===== src/rtl/rng_regif_pkg.sv =====
package rng_regif_pkg;

    typedef enum logic [1:0] {
        REG_CTRL = 2'd0,
        REG_STAT = 2'd1,
        REG_ENT  = 2'd2,
        REG_OUT  = 2'd3
    } reg_sel_e;

    typedef enum logic [1:0] {
        GEN_IDLE = 2'd0,
        GEN_SPIN = 2'd1,
        GEN_FULL = 2'd2
    } gen_state_e;

    localparam int CB_RUN  = 0;
    localparam int CB_HA   = 1;
    localparam int CB_MASK = 2;
    localparam int CB_CLR  = 3;
    localparam int CB_SLP  = 4;

    localparam int SB_SECV = 0;
    localparam int SB_LAST = 1;
    localparam int SB_UFL  = 2;
    localparam int SB_ERR  = 3;
    localparam int SB_SLP  = 4;
    localparam int SB_LVL_LO  = 8;
    localparam int SB_SIZE_LO = 16;
    localparam int FIELD_W    = 8;

endpackage


===== src/rtl/rng_gen_core.sv =====
module rng_gen_core
    import rng_regif_pkg::*;
#(
    parameter int          DATA_W     = 32,
    parameter int          GEN_CYCLES = 32,
    parameter logic [DATA_W-1:0] SEED = 1,
    parameter logic [DATA_W-1:0] TAPS = 32'h8020_0003
) (
    input  logic              clk,
    input  logic              rst_n,
    input  logic              go_i,
    input  logic              sleep_i,
    input  logic              take_i,
    input  logic              ent_wr_i,
    input  logic [DATA_W-1:0] ent_data_i,
    output logic              level_o,
    output logic [DATA_W-1:0] word_o
);

    localparam int CNT_W = (GEN_CYCLES > 1) ? $clog2(GEN_CYCLES) : 1;
    localparam logic [CNT_W-1:0] CNT_LAST = CNT_W'(GEN_CYCLES - 1);

    function automatic logic [DATA_W-1:0] step(input logic [DATA_W-1:0] s);
        return {s[DATA_W-2:0], ^(s & TAPS)};
    endfunction

    gen_state_e        state_q, state_d;
    logic [CNT_W-1:0]  cnt_q;
    logic [DATA_W-1:0] lfsr_q, lfsr_d, lfsr_stepped;
    logic [DATA_W-1:0] word_q;
    logic              adv, load, clear;

    always_ff @(posedge clk or negedge rst_n) begin
        if (!rst_n) state_q <= GEN_IDLE;
        else        state_q <= state_d;
    end

    always_comb begin
        state_d = state_q;
        unique case (state_q)
            GEN_IDLE: if (go_i && !sleep_i)            state_d = GEN_SPIN;
            GEN_SPIN: if (!sleep_i && cnt_q == CNT_LAST) state_d = GEN_FULL;
            GEN_FULL: if (take_i)                      state_d = GEN_IDLE;
            default:                                   state_d = GEN_IDLE;
        endcase
    end

    always_comb begin
        adv     = 1'b0;
        load    = 1'b0;
        clear   = 1'b0;
        level_o = 1'b0;
        unique case (state_q)
            GEN_IDLE: ;
            GEN_SPIN: begin
                adv  = !sleep_i;
                load = !sleep_i && (cnt_q == CNT_LAST);
            end
            GEN_FULL: begin
                level_o = 1'b1;
                clear   = take_i;
            end
            default: ;
        endcase
    end

    assign lfsr_stepped = step(lfsr_q);

    always_comb begin
        lfsr_d = adv ? lfsr_stepped : lfsr_q;
        if (ent_wr_i) lfsr_d = lfsr_d ^ ent_data_i;
        if (lfsr_d == '0) lfsr_d = SEED;
    end

    always_ff @(posedge clk or negedge rst_n) begin
        if (!rst_n) begin
            lfsr_q <= SEED;
            cnt_q  <= '0;
            word_q <= '0;
        end else begin
            lfsr_q <= lfsr_d;
            if (state_q != GEN_SPIN) cnt_q <= '0;
            else if (adv)            cnt_q <= cnt_q + 1'b1;
            if (load)       word_q <= lfsr_stepped;
            else if (clear) word_q <= '0;
        end
    end

    assign word_o = word_q;

endmodule


===== src/rtl/rng_flag_unit.sv =====
module rng_flag_unit (
    input  logic clk,
    input  logic rst_n,
    input  logic underflow_i,
    input  logic good_read_i,
    input  logic stat_read_i,
    input  logic clr_err_i,
    input  logic ha_i,
    output logic last_bad_o,
    output logic ufl_o,
    output logic err_o,
    output logic secv_o
);

    always_ff @(posedge clk or negedge rst_n) begin
        if (!rst_n) begin
            last_bad_o <= 1'b0;
            ufl_o      <= 1'b0;
            err_o      <= 1'b0;
            secv_o     <= 1'b0;
        end else begin
            if (underflow_i)                     last_bad_o <= 1'b1;
            else if (good_read_i || stat_read_i) last_bad_o <= 1'b0;

            if (underflow_i)      ufl_o <= 1'b1;
            else if (stat_read_i) ufl_o <= 1'b0;

            if (underflow_i)    err_o <= 1'b1;
            else if (clr_err_i) err_o <= 1'b0;

            if (underflow_i && ha_i) secv_o <= 1'b1;
        end
    end

endmodule


===== src/rtl/rng_regif.sv =====
module rng_regif
    import rng_regif_pkg::*;
#(
    parameter int DATA_W     = 32,
    parameter int ADDR_W     = 4,
    parameter int GEN_CYCLES = 32,
    parameter logic [DATA_W-1:0] LFSR_SEED = 1,
    parameter logic [DATA_W-1:0] LFSR_TAPS = 32'h8020_0003
) (
    input  logic              clk,
    input  logic              rst_n,
    input  logic              bus_sel,
    input  logic              bus_wr,
    input  logic [ADDR_W-1:0] bus_addr,
    input  logic [DATA_W-1:0] bus_wdata,
    output logic [DATA_W-1:0] bus_rdata,
    input  logic              doze_in,
    output logic              err_irq
);

    reg_sel_e    idx;
    logic        aligned, acc_rd, acc_wr;
    logic        rd_out, rd_stat, wr_ctrl, wr_ent;
    logic        underflow, take;
    logic        go_q, ha_q, intm_q, slp_q, sleep;
    logic        lvl, lrs, oru, erri, secv;
    logic [DATA_W-1:0] word, stat_w, ctrl_w;

    assign idx     = reg_sel_e'(bus_addr[3:2]);
    assign aligned = (bus_addr[1:0] == 2'b00);
    assign acc_rd  = bus_sel && !bus_wr && aligned;
    assign acc_wr  = bus_sel &&  bus_wr && aligned;
    assign rd_out  = acc_rd && (idx == REG_OUT);
    assign rd_stat = acc_rd && (idx == REG_STAT);
    assign wr_ctrl = acc_wr && (idx == REG_CTRL);
    assign wr_ent  = acc_wr && (idx == REG_ENT);
    assign underflow = rd_out && !lvl;
    assign take      = rd_out &&  lvl;
    assign sleep     = slp_q | doze_in;

    always_ff @(posedge clk or negedge rst_n) begin
        if (!rst_n) begin
            go_q   <= 1'b0;
            ha_q   <= 1'b0;
            intm_q <= 1'b0;
            slp_q  <= 1'b0;
        end else if (wr_ctrl) begin
            go_q   <= go_q | bus_wdata[CB_RUN];
            ha_q   <= ha_q | bus_wdata[CB_HA];
            intm_q <= bus_wdata[CB_MASK];
            slp_q  <= bus_wdata[CB_SLP];
        end
    end

    rng_gen_core #(
        .DATA_W(DATA_W), .GEN_CYCLES(GEN_CYCLES),
        .SEED(LFSR_SEED), .TAPS(LFSR_TAPS)
    ) u_gen (
        .clk(clk), .rst_n(rst_n), .go_i(go_q), .sleep_i(sleep),
        .take_i(take), .ent_wr_i(wr_ent), .ent_data_i(bus_wdata),
        .level_o(lvl), .word_o(word)
    );

    rng_flag_unit u_flags (
        .clk(clk), .rst_n(rst_n), .underflow_i(underflow), .good_read_i(take),
        .stat_read_i(rd_stat), .clr_err_i(wr_ctrl && bus_wdata[CB_CLR]),
        .ha_i(ha_q), .last_bad_o(lrs), .ufl_o(oru), .err_o(erri), .secv_o(secv)
    );

    always_comb begin
        ctrl_w = '0;
        ctrl_w[CB_RUN]  = go_q;
        ctrl_w[CB_HA]   = ha_q;
        ctrl_w[CB_MASK] = intm_q;
        ctrl_w[CB_SLP]  = slp_q;
        stat_w = '0;
        stat_w[SB_SECV] = secv;
        stat_w[SB_LAST] = lrs;
        stat_w[SB_UFL]  = oru;
        stat_w[SB_ERR]  = erri;
        stat_w[SB_SLP]  = sleep;
        stat_w[SB_LVL_LO +: FIELD_W]  = FIELD_W'(lvl);
        stat_w[SB_SIZE_LO +: FIELD_W] = FIELD_W'(1);
    end

    always_comb begin
        bus_rdata = '0;
        if (acc_rd) begin
            unique case (idx)
                REG_CTRL: bus_rdata = ctrl_w;
                REG_STAT: bus_rdata = stat_w;
                REG_ENT:  bus_rdata = '0;
                REG_OUT:  bus_rdata = word;
                default:  bus_rdata = '0;
            endcase
        end
    end

    assign err_irq = erri && !intm_q;

endmodule


===== config.mk =====
export PLATFORM = sky130hd
export DESIGN_NAME = rng_regif
export DESIGN_NICKNAME = d
export VERILOG_FILES = /design/src/rtl/rng_regif_pkg.sv /design/src/rtl/rng_gen_core.sv /design/src/rtl/rng_flag_unit.sv /design/src/rtl/rng_regif.sv
export SDC_FILE = /design/constraint.sdc
export NUM_CORES = 1
export LEC_CHECK = 0
export ABC_CLOCK_PERIOD_IN_PS = 3600
export BUFFER_PORTS_ARGS = -buffer_cell sky130_fd_sc_hd__clkbuf_2
export CAP_MARGIN = 15
export CELL_PAD_IN_SITES_DETAIL_PLACEMENT = 1
export CELL_PAD_IN_SITES_GLOBAL_PLACEMENT = 2
export CORE_MARGIN = 2
export CORE_UTILIZATION = 35
export CTS_CLUSTER_SIZE = 25
export DETAILED_ROUTE_END_ITERATION = 12
export PLACE_DENSITY_LB_ADDON = 0.1
export SLEW_MARGIN = 0
export SYNTH_ARGS = -nofsm -noshare
export SYNTH_HDL_FRONTEND = slang
export SYNTH_SLANG_ARGS = --single-unit

===== constraint.sdc =====
create_clock -name clk -period 3.6 [get_ports clk]
set_clock_uncertainty 0.05 [all_clocks]
set_input_delay 1.08 -clock clk [delete_from_list [all_inputs] [get_ports clk]]
set_output_delay 1.08 -clock clk [all_outputs]
set_load 0.02 [all_outputs]

### After elaboration in Yosys (flattened, before gate mapping)

Index checks and enable logic that the tools add are counted.

| storage, ports and cells | value |
|---|---|
| bits in registers | 79 |
| input bits | 41 |
| output and inout bits | 33 |
| logic and storage cells | 81 |

| operators by class | value |
|---|---|
| add/sub/neg operators | 1 |
| eq/ne operators | 10 |
| muxes and demuxes | 23 |
| bitwise logic cells | 4 |
| reduce and logical (&&, ||, !) cells | 31 |

Operators by type and width:

| operator | number |
|---|---|
| $mux 32 | 6 |
| $pmux 32 s4 | 1 |
| $logic_not 32->1 | 1 |
| $reduce_xor 32->1 | 1 |
| $xor 32x32->32 | 1 |
| $logic_and 1x1->1 | 15 |
| $mux 1 | 10 |
| $mux 5 | 2 |
| $reduce_bool 2->1 | 5 |
| $ne 2x1->1 const B | 4 |
| $eq 2x2->1 const B | 3 |
| $logic_not 2->1 | 3 |
| $mux 2 | 3 |
| $pmux 2 s3 | 1 |
| $add 5x1->5 const B | 1 |
| $eq 5x5->1 const B | 1 |
| $eq 2x1->1 const B | 2 |
| $logic_not 1->1 | 4 |
| $or 1x1->1 | 3 |
| $reduce_and 3->1 | 1 |
| $logic_or 1x1->1 | 1 |

### Depth between registers and ports, before layout

| depth | value |
|---|---|
| word-level depth | 8 |
| mapped depth | 10 |
| mapped depth without buffers | 7 |

### Modules after synthesis

Synthesis repeated with hierarchy kept, for this count alone.

| second synthesis, totals | value |
|---|---|
| cells, all modules | 463 |
| area total of the unflattened synthesis | 4615.7 um^2 |

By module, submodules not included:

| module | instances | cells each | area each (um^2) | seq. area each (um^2) |
|---|---|---|---|---|
| rng_gen_core | 1 | 378 | 3882.5 | 1778.0 |
| rng_regif | 1 | 74 | 591.8 | 100.1 |
| rng_flag_unit | 1 | 11 | 141.4 | 100.1 |

### Worst setup path before layout

No wires, ideal clock.

| path | value |
|---|---|
| kind | input to output |
| start | input port bus_addr[1] |
| end | output port bus_rdata[22] |
| data arrival time | 2.477 ns |
| data required time | 2.470 ns |
| setup slack | -0.007 ns |
| stages | 5 |
| path buffers | 1 |
| path through | nor3b_1 > nand3b_1 > nor2_1 > clkbuf_1 > and2_1 |

| between the ends | value |
|---|---|
| longest elaborated chain between the ends | 3 |

RTL lines:

| item | RTL line | RTL |
|---|---|---|
| start: declaration | rng_regif.sv:14 | `input logic [ADDR_W-1:0] bus_addr,` |
| $logic_not 2->1 | rng_regif.sv:30 | `assign aligned = (bus_addr[1:0] == 2'b00);` |
| $logic_and 1x1->1 | rng_regif.sv:31 | `assign acc_rd = bus_sel && !bus_wr && aligned;` |
| $mux 32 | rng_regif.sv:88 | `if (acc_rd) begin` |
| end: declaration | rng_regif.sv:16 | `output logic [DATA_W-1:0] bus_rdata,` |

Every way passes these cells.

### Worst setup path in the final report

| path | value |
|---|---|
| start | input port bus_addr[1] |
| end | output port bus_rdata[5] |

The elaborated chain is that of the path after synthesis.

==> results by group <==
STA
  • Period minus WS final: 3.41 ns
  • Fmax: 293 MHz
  • Final hold slack: 0.404 ns
  • Final Max Slew Viols: 0
  • Final hold violations: 0
  • Worst Tran Pin Value: 0.617 ns
  • Setup TNS: 0 ns
  • Slew margin rel.: 58.9%
  • Final period util: 94.7%
  • RSZ-0062 raised after global routing: no
  • Setup violations, final: 0

Critical path
  • Critical path's slowest cell: nor3b_1
  • Crit path kind: primary input to primary output
  • CP cell instances: clkbuf_2 > nor3b_1 > nand3b_1 > nor2_2 > buf_12 > and2_1 > clkbuf_2
  • R2R depth: 8
  • Crit-path max FO: 27
  • CP Launch Type: primary input
  • Critical path startpoint: bus_addr[1]
  • End point of the critical path: bus_rdata[5]
  • Arrival @ worst endpoint: 2.28 ns
  • Critical path capture point type: primary output
  • Worst Path Required: 2.47 ns
  • CP dominant cell by count: clkbuf_2
  • Crit path largest cell delay: 0.29 ns
  • RR Startpoint: u_gen.state_q[1]
  • Reg2Reg Capture Point: u_gen.lfsr_q[0]
  • FF-to-FF setup slack: 0.70 ns

CTS
  • Worst-path clk slew: 0.06 ns
  • Post-CTS Setup Inserts: 0
  • CTS tree: yes
  • CTS Root Cell: clkbuf_16
  • Worst-case clock buffer depth: 2
  • Clock sink total: 79
  • Hold-fix buffers at CTS: 0
  • Worst skew pair latency: 0.34 ns
  • CTS H-tree depth: 3
  • CTS Buf Count: 9
  • PostCTS Resize Cnt: 0

Synthesis
  • Cell accounting for the most synthesized area: dfrtp_1
  • Syn Nets: 589
  • Top cell type's share of synthesized area: 40.1%
  • Register area share after synthesis: 40.6%
  • Synthesis-stage register bit count: 79
  • Post-synthesis cell count: 546
  • Largest cells by area after synthesis: dfrtp_1 (40%), xor2_1 (6.7%), a22o_1 (5.0%)
  • Async S/R FF share, synth: 100%
  • Synth cell types: 55
  • EDFF count, synth: 0
  • Netlist Area Pre-Place: 4870 um^2
  • Post-synth top flop: dfrtp_1
  • Mean Syn Cell Area: 8.92 um^2
  • Yosys Warn Count: 0

Die
  • Initial core utilization: 35.5%
  • Die H: 122 um
  • Core box area: 13700 um^2
  • Rows: 43
  • Die W: 122 um
  • Num ports: 74
  • Die ar.: 14900 um^2

Layout
  • Layout cells sized above 1: 19.6%
  • Area Overhead vs Synth: 18.8%
  • Antenna diodes: 0
  • Fin nets: 645

Global route
  • Vias in the first global route: 4299
  • First-pass GRT wire length: 23600 um
  • Overflow after GRT: 0
  • Total track usage: 20.9%
  • Antenna violations before repair: 0
  • Largest net degree at the start of global routing: 55

Place
  • Post-detail-place hpwl: 10900 um
  • Final Wtd Congestion: 0.836
  • PortBufs: 73

Job
  • Max Cap Viol: 0

Outcome
  • Outcome: completed

Detailed routing
  • Routed WL per cell: 18.7 um
  • Antenna viol nets, final: 0
  • Final wirelength: 14700 um
  • Pre-antenna DRT Iters: 4
  • Initial drt markers: 262
  • Vias: 4276
  • Number of vias per cell: 5.43
  • DR DRC count: 0

Power
  • Max VDD drop: 281 uV
  • PwrDens: 648 nW/um^2
  • Leak pwr: 0.00263 uW

Min path
  • Min-delay worst type: flip-flop to flip-flop
[worst min path at each step]
stage,start,to,slack [ns],depth (start not counted)
2_1_floorplan,u_flags.secv_o,u_flags.secv_o,0.37,1
3_3_place_gp,u_flags.secv_o,u_flags.secv_o,0.39,1
3_5_place_dp,u_flags.secv_o,u_flags.secv_o,0.39,1
4_1_cts,u_flags.secv_o,u_flags.secv_o,0.41,1
5_1_grt,u_flags.secv_o,u_flags.secv_o,0.44,1
6_report,u_flags.secv_o,u_flags.secv_o,0.40,1
[per-layer routing]
| layer | part of all wire, % | track usage, % | routed length (um) |
|---|---|---|---|
| met3 | 3.5 | 2.72 | 508 |
| met5 | 0 | 0 | 0 |
| met2 | 46 | 32.1 | 6790 |
| met4 | 1.6 | 6.61 | 231 |
| met1 | 49 | 30.5 | 7180 |
[per-stage QoR]
| step | total power [uW] | worst slack [ns] | instance area (um^2) | util, % | cells |
|---|---|---|---|---|---|
| 5_1_grt | 4010 | 0.0565 | 5780 | 42.2 | 787 |
| 2_1_floorplan | 2330 | 0.0568 | 4870 | - | 546 |
| 4_1_cts | 3780 | 0.166 | 5780 | 42.2 | 787 |
| 6_report | 3750 | 0.189 | 5780 | 42.2 | 787 |
| 3_5_place_dp | 2760 | 0.0439 | 5460 | 39.8 | 771 |
| 3_3_place_gp | 2720 | 0.0925 | 5460 | 39.8 | 771 |
[synthesized netlist by cell type (6+ instances only)]
| master | number |
|---|---|
| mux2i_1 | 16 |
| nand3_1 | 16 |
| a21o_1 | 6 |
| nand2_1 | 63 |
| mux2_2 | 6 |
| dfrtp_1 | 78 |
| nor4_1 | 7 |
| nor3_1 | 22 |
| and2_1 | 31 |
| xor2_1 | 37 |
| xnor2_1 | 21 |
| a22oi_1 | 6 |
| clkbuf_1 | 33 |
| a22o_1 | 28 |
| o21ai_0 | 26 |
| inv_1 | 10 |
| nor2_1 | 39 |
| a21oi_1 | 25 |
[critical path: cells and delay by family]
family	cells	cell delay (ns)
AND/OR/NAND/NOR	4	0.76
buffers and inverters	3	0.43
[state kept, by name, indices dropped and copies added (netlist names), 2 cells and up]
name and flops:
u_gen.lfsr_q 32, u_gen.word_o 32, u_gen.cnt_q 5, u_gen.state_q 2
[cells in the final DEF, fill, tap and decap left out, drive strengths merged, types with 4 or more instances in the layout]
cell / synthesis / final
mux2i: 17 / 17
nand3: 16 / 16
mux2: 6 / 6
nand4: 4 / 4
nand2: 63 / 63
a22o: 28 / 28
nor4: 7 / 7
clkbuf: 33 / 82
nand3b: 4 / 4
inv: 10 / 10
a31oi: 5 / 5
clkinv: 0 / 4
a21oi: 25 / 25
xor2: 37 / 37
a21boi: 5 / 5
a22oi: 6 / 6
o21ai: 26 / 26
and2: 31 / 31
nor2: 39 / 39
buf: 11 / 17
dfrtp: 78 / 78
nor3: 22 / 22
a21o: 6 / 6
xnor2: 21 / 21
[power by group]
part / switching [uW] / internal [uW]
Sequential: 406 / 1080
Combinational: 675 / 582
Clock: 380 / 624
[layout make-up]
cell class              count  area (um^2)
well taps                 180          225
repair buffers             89          538
clock inverters             6         83.8
flip-flops and latches     79         1980
fillers                  1609         7940
inverters                  10         37.5
multi-input cells         413         2680
clock buffers              10          239
[cells by family after synthesis]
| logic type | Yosys count | share of synthesized area [%] |
|---|---|---|
| simple gates | 203 | 20.4 |
| compound gates | 127 | 18.2 |
| flops | 79 | 40.6 |
| xor+xnor | 58 | 10.4 |
| buf+inv | 54 | 4.60 |
| mux | 23 | 5.14 |
| fa+ha+maj | 2 | 0.514 |
No activity file was read; power rests on OpenSTA's default activity.
